$ cat src/rtl/gpio_bank_pkg.sv
package gpio_bank_pkg;
  parameter int AW = 8;
  parameter int DW = 8;
  parameter int NB = 8;   // bidirectional pins
  parameter int NS = 6;   // switched outputs
  parameter int CW = 4;   // debounce counter width

  parameter logic [AW-1:0] PIN_BASE   = 8'hE0;
  parameter logic [AW-1:0] STAT_ADDR  = 8'hE8;
  parameter logic [AW-1:0] SW_BASE    = 8'hEC;
  parameter logic [AW-1:0] PLAIN_ADDR = 8'hF4;

  // bit positions inside a bidirectional control byte
  localparam int B_DRV  = 0;
  localparam int B_DIR  = 1;
  localparam int B_LVL  = 2;
  localparam int B_OUT  = 3;
  localparam int B_FALL = 4;
  localparam int B_RISE = 5;
  localparam int B_DB   = 6;

  localparam logic [DW-1:0] PIN_MASK = 8'hFB;
  localparam logic [DW-1:0] SW_MASK  = 8'h39;

  typedef struct packed {
    logic [NB-1:0] pinWr;
    logic [NS-1:0] swWr;
    logic          plainWr;
    logic          statClr;
  } bankStrobe_t;

  function automatic logic [CW-1:0] dbNeed(input logic [1:0] sel);
    return (sel == 2'd0) ? '0 : CW'(1) << sel;
  endfunction
endpackage

$ cat src/rtl/gpio_bank_ctrl.sv
module gpio_bank_ctrl
  import gpio_bank_pkg::*;
(
  input  logic [AW-1:0]         busAddr,
  input  logic                  busWr,
  input  logic                  busRd,
  input  logic [NB-1:0][DW-1:0] pinView,
  input  logic [NS-1:0][DW-1:0] swView,
  input  logic [DW-1:0]         plainView,
  input  logic [DW-1:0]         statView,
  output bankStrobe_t           stb,
  output logic [DW-1:0]         busRdata
);
  logic [DW-1:0] rdSel;

  always_comb begin
    stb   = '0;
    rdSel = '0;
    for (int i = 0; i < NB; i++) begin
      if (busAddr == (PIN_BASE + AW'(i))) begin
        stb.pinWr[i] = busWr;
        rdSel        = pinView[i];
      end
    end
    for (int i = 0; i < NS; i++) begin
      if (busAddr == (SW_BASE + AW'(i))) begin
        stb.swWr[i] = busWr;
        rdSel       = swView[i];
      end
    end
    if (busAddr == PLAIN_ADDR) begin
      stb.plainWr = busWr;
      rdSel       = plainView;
    end
    if (busAddr == STAT_ADDR) begin
      stb.statClr = busRd;
      rdSel       = statView;
    end
  end

  assign busRdata = busRd ? rdSel : '0;
endmodule

$ cat src/rtl/gpio_bank_dp.sv
module gpio_bank_dp
  import gpio_bank_pkg::*;
(
  input  logic                  clk,
  input  logic                  rstN,
  input  logic                  dbTick,
  input  bankStrobe_t           stb,
  input  logic [DW-1:0]         busWdata,
  input  logic [NB-1:0]         ioIn,
  output logic [NB-1:0][DW-1:0] pinView,
  output logic [NS-1:0][DW-1:0] swView,
  output logic [DW-1:0]         plainView,
  output logic [DW-1:0]         statView,
  output logic [NB-1:0]         ioOut,
  output logic [NB-1:0]         ioOe,
  output logic [NS-1:0]         swOut,
  output logic [NS-1:0]         swOe,
  output logic [2*NS-1:0]       swStrength,
  output logic [DW-1:0]         plainOut,
  output logic                  irq
);
  logic [NB-1:0] syncA, syncB;
  logic [NB-1:0] evt;
  logic [DW-1:0] plainReg, statReg;

  always_ff @(posedge clk or negedge rstN) begin
    if (!rstN) begin
      syncA <= '0;
      syncB <= '0;
    end else begin
      syncA <= ioIn;
      syncB <= syncA;
    end
  end

  for (genvar g = 0; g < NB; g++) begin : g_pin
    logic [DW-1:0] ctl;
    logic          lvl, nxtLvl;
    logic [CW-1:0] cnt, nxtCnt, need;

    always_comb begin
      need   = dbNeed(ctl[B_DB+1:B_DB]);
      nxtLvl = lvl;
      nxtCnt = cnt;
      if (syncB[g] == lvl) begin
        nxtCnt = '0;
      end else if (need == '0) begin
        nxtLvl = syncB[g];
      end else if (dbTick) begin
        if ((cnt + CW'(1)) >= need) begin
          nxtLvl = syncB[g];
          nxtCnt = '0;
        end else begin
          nxtCnt = cnt + CW'(1);
        end
      end
    end

    assign evt[g] = (nxtLvl & ~lvl & ctl[B_RISE]) | (~nxtLvl & lvl & ctl[B_FALL]);

    always_ff @(posedge clk or negedge rstN) begin
      if (!rstN) begin
        ctl <= '0;
        lvl <= 1'b0;
        cnt <= '0;
      end else begin
        if (stb.pinWr[g]) ctl <= busWdata & PIN_MASK;
        lvl <= nxtLvl;
        cnt <= nxtCnt;
      end
    end

    assign pinView[g] = {ctl[DW-1:B_LVL+1], lvl, ctl[B_LVL-1:0]};
    assign ioOe[g]    = ctl[B_DRV] & ~ctl[B_DIR];
    assign ioOut[g]   = ctl[B_OUT];
  end

  for (genvar g = 0; g < NS; g++) begin : g_sw
    logic [DW-1:0] ctl;
    always_ff @(posedge clk or negedge rstN) begin
      if (!rstN) ctl <= '0;
      else if (stb.swWr[g]) ctl <= busWdata & SW_MASK;
    end
    assign swView[g]          = ctl;
    assign swOe[g]            = ctl[0];
    assign swOut[g]           = ctl[3];
    assign swStrength[2*g +: 2] = ctl[5:4];
  end

  always_ff @(posedge clk or negedge rstN) begin
    if (!rstN) begin
      plainReg <= '0;
      statReg  <= '0;
    end else begin
      if (stb.plainWr) plainReg <= busWdata;
      statReg <= (statReg & ~{DW{stb.statClr}}) | DW'(evt);
    end
  end

  assign plainView = plainReg;
  assign plainOut  = plainReg;
  assign statView  = statReg;
  assign irq       = |statReg;
endmodule

$ cat src/rtl/gpio_edge_bank.sv
module gpio_edge_bank
  import gpio_bank_pkg::*;
(
  input  logic          clk,
  input  logic          rstN,
  input  logic          dbTick,
  input  logic [7:0]    busAddr,
  input  logic [7:0]    busWdata,
  input  logic          busWr,
  input  logic          busRd,
  output logic [7:0]    busRdata,
  input  logic [7:0]    ioIn,
  output logic [7:0]    ioOut,
  output logic [7:0]    ioOe,
  output logic [5:0]    swOut,
  output logic [5:0]    swOe,
  output logic [11:0]   swStrength,
  output logic [7:0]    plainOut,
  output logic          irq
);
  bankStrobe_t           stb;
  logic [NB-1:0][DW-1:0] pinView;
  logic [NS-1:0][DW-1:0] swView;
  logic [DW-1:0]         plainView, statView;

  gpio_bank_ctrl u_ctrl (
    .busAddr(busAddr), .busWr(busWr), .busRd(busRd),
    .pinView(pinView), .swView(swView), .plainView(plainView), .statView(statView),
    .stb(stb), .busRdata(busRdata)
  );

  gpio_bank_dp u_dp (
    .clk(clk), .rstN(rstN), .dbTick(dbTick), .stb(stb), .busWdata(busWdata),
    .ioIn(ioIn), .pinView(pinView), .swView(swView), .plainView(plainView),
    .statView(statView), .ioOut(ioOut), .ioOe(ioOe), .swOut(swOut), .swOe(swOe),
    .swStrength(swStrength), .plainOut(plainOut), .irq(irq)
  );
endmodule

$ cat config.mk
export PLATFORM = sky130hd
export DESIGN_NAME = gpio_edge_bank
export DESIGN_NICKNAME = d
export VERILOG_FILES = /design/src/rtl/gpio_bank_pkg.sv /design/src/rtl/gpio_bank_ctrl.sv /design/src/rtl/gpio_bank_dp.sv /design/src/rtl/gpio_edge_bank.sv
export SDC_FILE = /design/constraint.sdc
export NUM_CORES = 1
export LEC_CHECK = 0
export BUFFER_PORTS_ARGS = -buffer_cell sky130_fd_sc_hd__buf_4
export CAP_MARGIN = 0
export CORE_MARGIN = 4
export CORE_UTILIZATION = 61
export DETAILED_ROUTE_END_ITERATION = 6
export PLACE_DENSITY = 0.81
export REMOVE_ABC_BUFFERS = 1
export SYNTH_ARGS = -nofsm -noshare
export SYNTH_HDL_FRONTEND = slang
export SYNTH_HIERARCHICAL = 1
export SYNTH_SLANG_ARGS = --single-unit
$ cat constraint.sdc
create_clock -name clk -period 2.75 [get_ports clk]
set_clock_uncertainty 0.2 [all_clocks]
set_input_delay 0.275 -clock clk [delete_from_list [all_inputs] [get_ports clk]]
set_output_delay 0.275 -clock clk [all_outputs]
set_load 0.02 [all_outputs]
==> results.tsv, run 1 <==
stage	metric	value	unit
logic_synthesis	mapped cell area	9630	µm²
worst_setup_path	endpoint type of the worst setup path	output pin	
worst_setup_path	Worst setup SP type	flop	
timing	Sum Neg Setup Slack	0	ns
pwr	switching power	1580	µW
routing	Antenna Nets Post-Route	0	
clocking	H-tree level count	4	
floorplan	Initial Utilization	62.9	%
routing	DRT Wirelength	24.4	mm
timing	Final Cycle Share	94.9	%
pwr	proportion of power drawn by flip-flops and latches	47.0	%
floorplan	Boundary Pins	86	
clocking	number of post-CTS setup repair buffers	0	
logic_synthesis	Post-synth top flop	dfrtp_1	
logic_synthesis	Synth Area per Inst	10.1	µm²
flow_run	MaxCap Viol Count	0	
logic_synthesis	Synth area leaders	dfrtp_1 (40%), mux2_2 (11%), buf_4 (5.8%)	
timing	Slew Viols, Final	0	
pwr	Leak Pwr	0.00473	µW
pwr	PD cells	508	nW/µm²
timing	min Tclk post-route	2.61	ns
logic_synthesis	Post-synth ARST share	100	%
timing	Setup-failing EPs final	0	
worst_setup_path	top cell family by delay on the critical path	compound AO/OA/AOI/OAI gates	
placed_design	DP HPWL	17.3	mm
global_routing	largest net degree at the start of global routing	56	
logic_synthesis	FF+latch count, synth	152	
layout	Post-Layout Inst Area	10800	µm²
placed_design	IO buf count	85	
routing	drt drc	0	
clocking	Clk pin slew, worst setup/hold paths	0.06	ns
routing	Pre-Repair DR Iteration Count	6	
pwr	Comb power frac	13.9	%
clocking	clock sinks	152	
floorplan	die width	134	µm
pwr	Int Power	3920	µW
floorplan	Die Area	17900	µm²
logic_synthesis	post-synthesis cell count	956	
worst_setup_path	arrival time at the worst endpoint	2.13	ns
pwr	maximum vdd ir drop	0.000506	V
logic_synthesis	synth cell count leaders	dfrtp_1 (152), mux2_2 (93), nand2_1 (81)	
global_routing	gr usage total	28.0	%
placed_design	DP Area	10200	µm²
routing	via count	7711	
run_status	status	finished clean	
timing	Slew HR	53.6	%
routing	via-per-instance ratio	6.21	
logic_synthesis	Yosys top cell by area	dfrtp_1	
worst_setup_path	Worst Path Max Fanout	4	
timing	fmax	383	MHz
placed_design	Routability Congestion	0.962	
min_path	Min-Delay Path Class	in2reg	
logic_synthesis	count of cell types in the netlist	62	
clocking	CTS tree	yes	
floorplan	Core Area	15300	µm²
logic_synthesis	Seq/Total Area, Yosys	39.5	%
logic_synthesis	share of the synthesized area in the top cell type	39.5	%
timing	final hold vios	0	
global_routing	vias in the first global route	7520	
floorplan	Cell Rows	45	
clocking	CTS Root Cell	clkbuf_16	
clocking	Clock Path Buffers	2	
floorplan	die height	134	µm
layout	ANT cells	0	
routing	routed wire length per instance	19.7	µm
logic_synthesis	Synth warnings	6	
layout	# nets final	1079	
pwr	clock network fraction of design power	39.1	%
worst_setup_path	Worst path slowest cell	dfrtp_1	
worst_setup_path	cell breakdown of the critical path	mux2_1, o221ai_1, o211ai_1, a221oi_1, a21oi_1, buf_4	
layout	Syn-to-layout area delta	12.6	%
worst_setup_path	crit path buf inv count	1	
timing	unrepaired setup endpoints after global routing	no	
pwr	Switching Fraction	28.8	%
layout	fraction of layout cells with a size suffix above 1	26.3	%
timing	worst-margin pin slew	0.693	ns
layout	Fillers	1132	
logic_synthesis	most common cell in the synthesized netlist	dfrtp_1	
global_routing	initial antenna violation count	0	
logic_synthesis	Post-synth EDFFs	0	
global_routing	gr ovfl total	0	
clocking	TritonCTS Buffers	17	
worst_setup_path	Critical Path RT	2.28	ns
worst_setup_path	Worst path max stage delay	0.41	ns
global_routing	first-pass GRT wire length	39.8	mm
worst_setup_path	Worst Setup Path Type	reg2out	
routing	1st-iter DRT viols	692	
clocking	worst skew pair latency	0.43	ns
-- layer usage --
layer / vias to the layer above / GRT usage (%) / share of wire [%]
li1: 3568 / - / -
met1: 3746 / 39.3 / 44
met2: 327 / 42.3 / 46
met3: 70 / 6.38 / 6.5
met4: 0 / 11.1 / 3.5
met5: - / 0 / 0
-- state kept, by name, indices dropped and copies added (netlist names) --
name            count
u_dp/g_pin.ctl     56
u_dp/g_pin.cnt     32
u_dp/g_sw.ctl      24
u_dp/g_pin.lvl      8
u_dp/plainOut       8
u_dp/statView       8
u_dp/syncA          8
u_dp/syncB          8
-- worst paths after layout --
kind,start,endpoint,slack (ns),cells past startpoint
max,u_dp/g_sw[0].ctl[5],busRdata[5],0.14,6
max reg2reg,u_dp/g_pin[1].cnt[0],u_dp/g_pin[1].lvl,0.24,7
min,busWdata[3],u_dp/g_pin[4].ctl[3],0.03,2
min in group asynchronous,rstN,u_dp/g_pin[5].cnt[1],0.14,2
max in group asynchronous,rstN,u_dp/g_pin[7].ctl[7],1.55,3
min reg2reg,u_dp/syncA[4],u_dp/syncB[4],0.15,0
-- logic make-up (layout without fill, tap and decap cells) --
group / Yosys count / in the layout / share of synthesized area [%]
other: 1 / 24 / 0.0389
and+or+nand+nor: 287 / 287 / 17.0
adders and majority gates: 32 / 32 / 4.16
xor gates and xnor gates: 24 / 24 / 2.18
muxes: 112 / 112 / 13.6
DFF: 152 / 152 / 39.5
AOI/OAI and AO/OA: 211 / 211 / 14.9
buffers and inverters: 137 / 188 / 8.65
-- cell type report --
cell class	count	area (µm²)	share of cell area (%)
clock buffers	21	460	4.25
flip-flops and latches	152	3810	35.1
clock inverters	10	72.6	0.669
inverters	25	93.8	0.866
well taps	211	264	2.44
multi-input cells	690	5080	46.8
repair buffers	132	1060	9.82
-- repair_timing --
action | 4_1_cts | 5_1_grt
endpoints found under the hold margin | 122 | 0
resized for setup | 0 | 2
setup endpoints to repair | 0 | 1
hold buffers | 13 | 0
-- power by group through the flow --
stage	clock network (µW)	logic (µW)	registers, µW
2_1_floorplan	0	393	2560
3_3_place_gp	0	720	2620
3_5_place_dp	0	741	2620
4_1_cts	2180	758	2580
5_1_grt	2280	840	2600
6_report	2150	766	2590
-- per-stage QoR --
step	util (%)	total power (µW)	setup slack (ns)	hold slack [ns]	instances
after floorplan	-	2950	0.459	-0.221	867
after global placement	66.4	3340	0.280	0.0347	1197
after detailed placement	66.4	3360	0.276	0.0368	1197
after CTS	70.8	5520	0.0698	0.0152	1241
after global routing	70.8	5720	0.0500	0.0322	1241
final	70.8	5500	0.141	0.0266	1241
-- layout by cell type, fill, tap and decap left out, drive strengths merged, types with 11 or more instances in the layout --
cell type / n
a211o: 17
nor3b: 11
a31oi: 16
nand2: 81
xnor2: 16
or3: 11
conb: 24
a211oi: 11
o211ai: 22
or4: 16
nand2b: 19
dfrtp: 152
a221oi: 12
o21ai: 33
ha: 32
nand3: 24
nor2b: 30
dlygate4sd3: 13
clkbuf: 21
nor3: 12
buf: 119
mux2: 100
inv: 27
nor2: 33
nand3b: 14
a21oi: 61
Power figures use the tool's default switching activity.
==> run 2, diff against run 1 <==
--- a/config.mk
+++ b/config.mk
@@ -8,9 +8,8 @@
 export BUFFER_PORTS_ARGS = -buffer_cell sky130_fd_sc_hd__buf_4
 export CAP_MARGIN = 0
 export CORE_MARGIN = 4
-export CORE_UTILIZATION = 61
+export CORE_UTILIZATION = 45
 export DETAILED_ROUTE_END_ITERATION = 6
-export PLACE_DENSITY = 0.81
 export REMOVE_ABC_BUFFERS = 1
 export SYNTH_ARGS = -nofsm -noshare
 export SYNTH_HDL_FRONTEND = slang
==> run 2 against run 1 <==
Net effect: global-route usage fell by 6.6 points; worst hold slack better by 0.012 ns; clock-buffer cell count shrank 2; critical endpoint is now busRdata[3]; highest routed layer unchanged.
==> results.tsv, run 2 (synthesis gave the netlist of run 1 again) <==
stage	metric	value	unit	change
run_status	status	finished clean		
worst_setup_path	Worst Setup Path Type	reg2out		
floorplan	die height	154	µm	+15%
layout	Syn-to-layout area delta	13.5	%	
routing	1st-iter DRT viols	605		-13%
global_routing	largest net degree at the start of global routing	58		+3.6%
global_routing	initial antenna violation count	0		unchanged
clocking	clock sinks	152		unchanged
worst_setup_path	Reg2Reg Setup Slack	0.28	ns	+0.04 ns
worst_setup_path	endpoint type of the worst setup path	output pin		
timing	final hold vios	0		unchanged
clocking	worst skew pair latency	0.43	ns	about the same
clocking	Clk pin slew, worst setup/hold paths	0.07	ns	about the same
pwr	Power Total	5660	µW	+2.9%
pwr	maximum vdd ir drop	0.000328	V	-35%
floorplan	Boundary Pins	86		unchanged
timing	unrepaired setup endpoints after global routing	no		
routing	via-per-instance ratio	5.73		-7.8%
floorplan	Core Area	21000	µm²	+37%
timing	Final Cycle Share	96.4	%	+1.5 points
placed_design	IO buf count	85		unchanged
clocking	TritonCTS Buffers	17		unchanged
routing	Pre-Repair DR Iteration Count	5		-1
routing	via count	7461		-3.2%
routing	routed wire length per instance	19.2	µm	-2.5%
global_routing	gr usage total	21.4	%	-6.6 points
global_routing	gr ovfl total	0		unchanged
worst_setup_path	Worst setup SP type	flop		
layout	most flop-heavy register	u_dp/g_pin.ctl		
routing	drt drc	0		unchanged
floorplan	Cell Rows	53		+18%
layout	# nets final	1075		-0.37%
timing	Setup-failing EPs final	0		unchanged
layout	ANT cells	0		unchanged
timing	Sum Neg Setup Slack	0	ns	unchanged
clocking	CTS Root Cell	clkbuf_16		
timing	fmax	377	MHz	-1.6%
clocking	number of post-CTS setup repair buffers	0		unchanged
worst_setup_path	arrival time at the worst endpoint	2.18	ns	+0.05 ns
routing	DRT Wirelength	25.0	mm	+2.3%
global_routing	vias in the first global route	7352		-2.2%
timing	Hold WS	0.0385	ns	+0.0120 ns
global_routing	first-pass GRT wire length	40.7	mm	+2.2%
clocking	CTS tree	yes		
min_path	Min-Delay Path Class	in2reg		
layout	Largest register FFs	56		unchanged
layout	Regs by FF count	u_dp/g_pin.ctl x56, u_dp/g_pin.cnt x32, u_dp/g_sw.ctl x24		
clocking	H-tree level count	4		unchanged
pwr	Leak Pwr	0.00474	µW	+0.25%
placed_design	Routability Congestion	0.925		-3.8%
floorplan	Initial Utilization	45.8	%	-17 points
flow_run	MaxCap Viol Count	0		unchanged
placed_design	DP HPWL	18.4	mm	+5.9%
worst_setup_path	Critical Path RT	2.28	ns	about the same
worst_setup_path	Worst Path Max Fanout	4		unchanged
pwr	PD cells	518	nW/µm²	+2.0%
floorplan	Die Area	23800	µm²	+33%
layout	fraction of layout cells with a size suffix above 1	26.4	%	+0.077 points
timing	Slew HR	54.4	%	+0.82 points
layout	most common cell after layout, fill and taps aside	dfrtp_1		
timing	Slew Viols, Final	0		unchanged
clocking	Clock Path Buffers	2		unchanged
timing	min Tclk post-route	2.65	ns	+0.0421 ns
timing	worst-margin pin slew	0.681	ns	-0.0123 ns
floorplan	die width	154	µm	+15%
layout	most frequent cells in the layout	dfrtp_1 (150), buf_4 (112), mux2_2 (93)		
routing	Antenna Nets Post-Route	0		unchanged
## run 2: worst paths after layout
path                                      start              endpoint  cells after the start
setup / recovery            u_dp/g_sw[0].ctl[3]           busRdata[3]                      6
hold / removal                      busWdata[3]   u_dp/g_sw[0].ctl[3]                      2
setup reg to reg           u_dp/g_pin[1].cnt[0]     u_dp/g_pin[1].lvl                      7
hold reg to reg                   u_dp/syncA[7]         u_dp/syncB[7]                      0
max in group asynchronous                  rstN  u_dp/g_pin[5].ctl[7]                      3
min in group asynchronous                  rstN  u_dp/g_pin[1].cnt[3]                      2
## run 2: metrics by stage
| step | worst slack [ns] | util (%) | std cells | instance area (µm²) |
|---|---|---|---|---|
| CTS | 0.0355 | 51.9 | 1302 | 10900 |
| global placement | 0.145 | 48.6 | 1257 | 10200 |
| global route | 0.00643 | 52.0 | 1302 | 10900 |
| detailed placement | 0.179 | 48.6 | 1257 | 10200 |
| finish | 0.0985 | 52.0 | 1302 | 10900 |
| floorplan | 0.459 | - | 867 | 8980 |
## run 2: power breakdown
part	total (µW)	switching (µW)	leakage (µW)	internal (µW)
registers	2590	205	0.00202	2380
logic	756	422	0.00243	334
clock network	2320	1020	0.000284	1300
## run 2: layout make-up
type / count / area (µm²)
Clock inverter: 13 / 131
Inverter: 25 / 93.8
Timing Repair Buffer: 128 / 1020
Fill cell: 1881 / 10100
Clock buffer: 19 / 443
Sequential cell: 152 / 3810
Multi-Input combinational cell: 690 / 5090
Tap cell: 275 / 344
## run 2: what timing repair did
item | in CTS | in global routing
endpoints found under the hold margin | 83 | 0
hold buffers | 13 | 0
endpoints found under the setup margin | 0 | 3
resized for setup | 0 | 4
## run 2: routing by layer
layer	wire length (µm)	track usage [%]	share of wire [%]	up-vias
met1	12000	31.0	48	3675
met3	1070	3.67	4.3	28
met5	0	0	0	-
met4	455	6.27	1.8	0
met2	11500	32.9	46	189
li1	-	-	-	3569
## run 2: worst max-delay path, cell delays in order, from the launching register on
cell      delay [ns]
dfrtp_1         0.44
mux2_1          0.31
o221ai_1        0.21
o211ai_1        0.14
a221oi_2        0.27
a21oi_1         0.16
buf_4           0.20
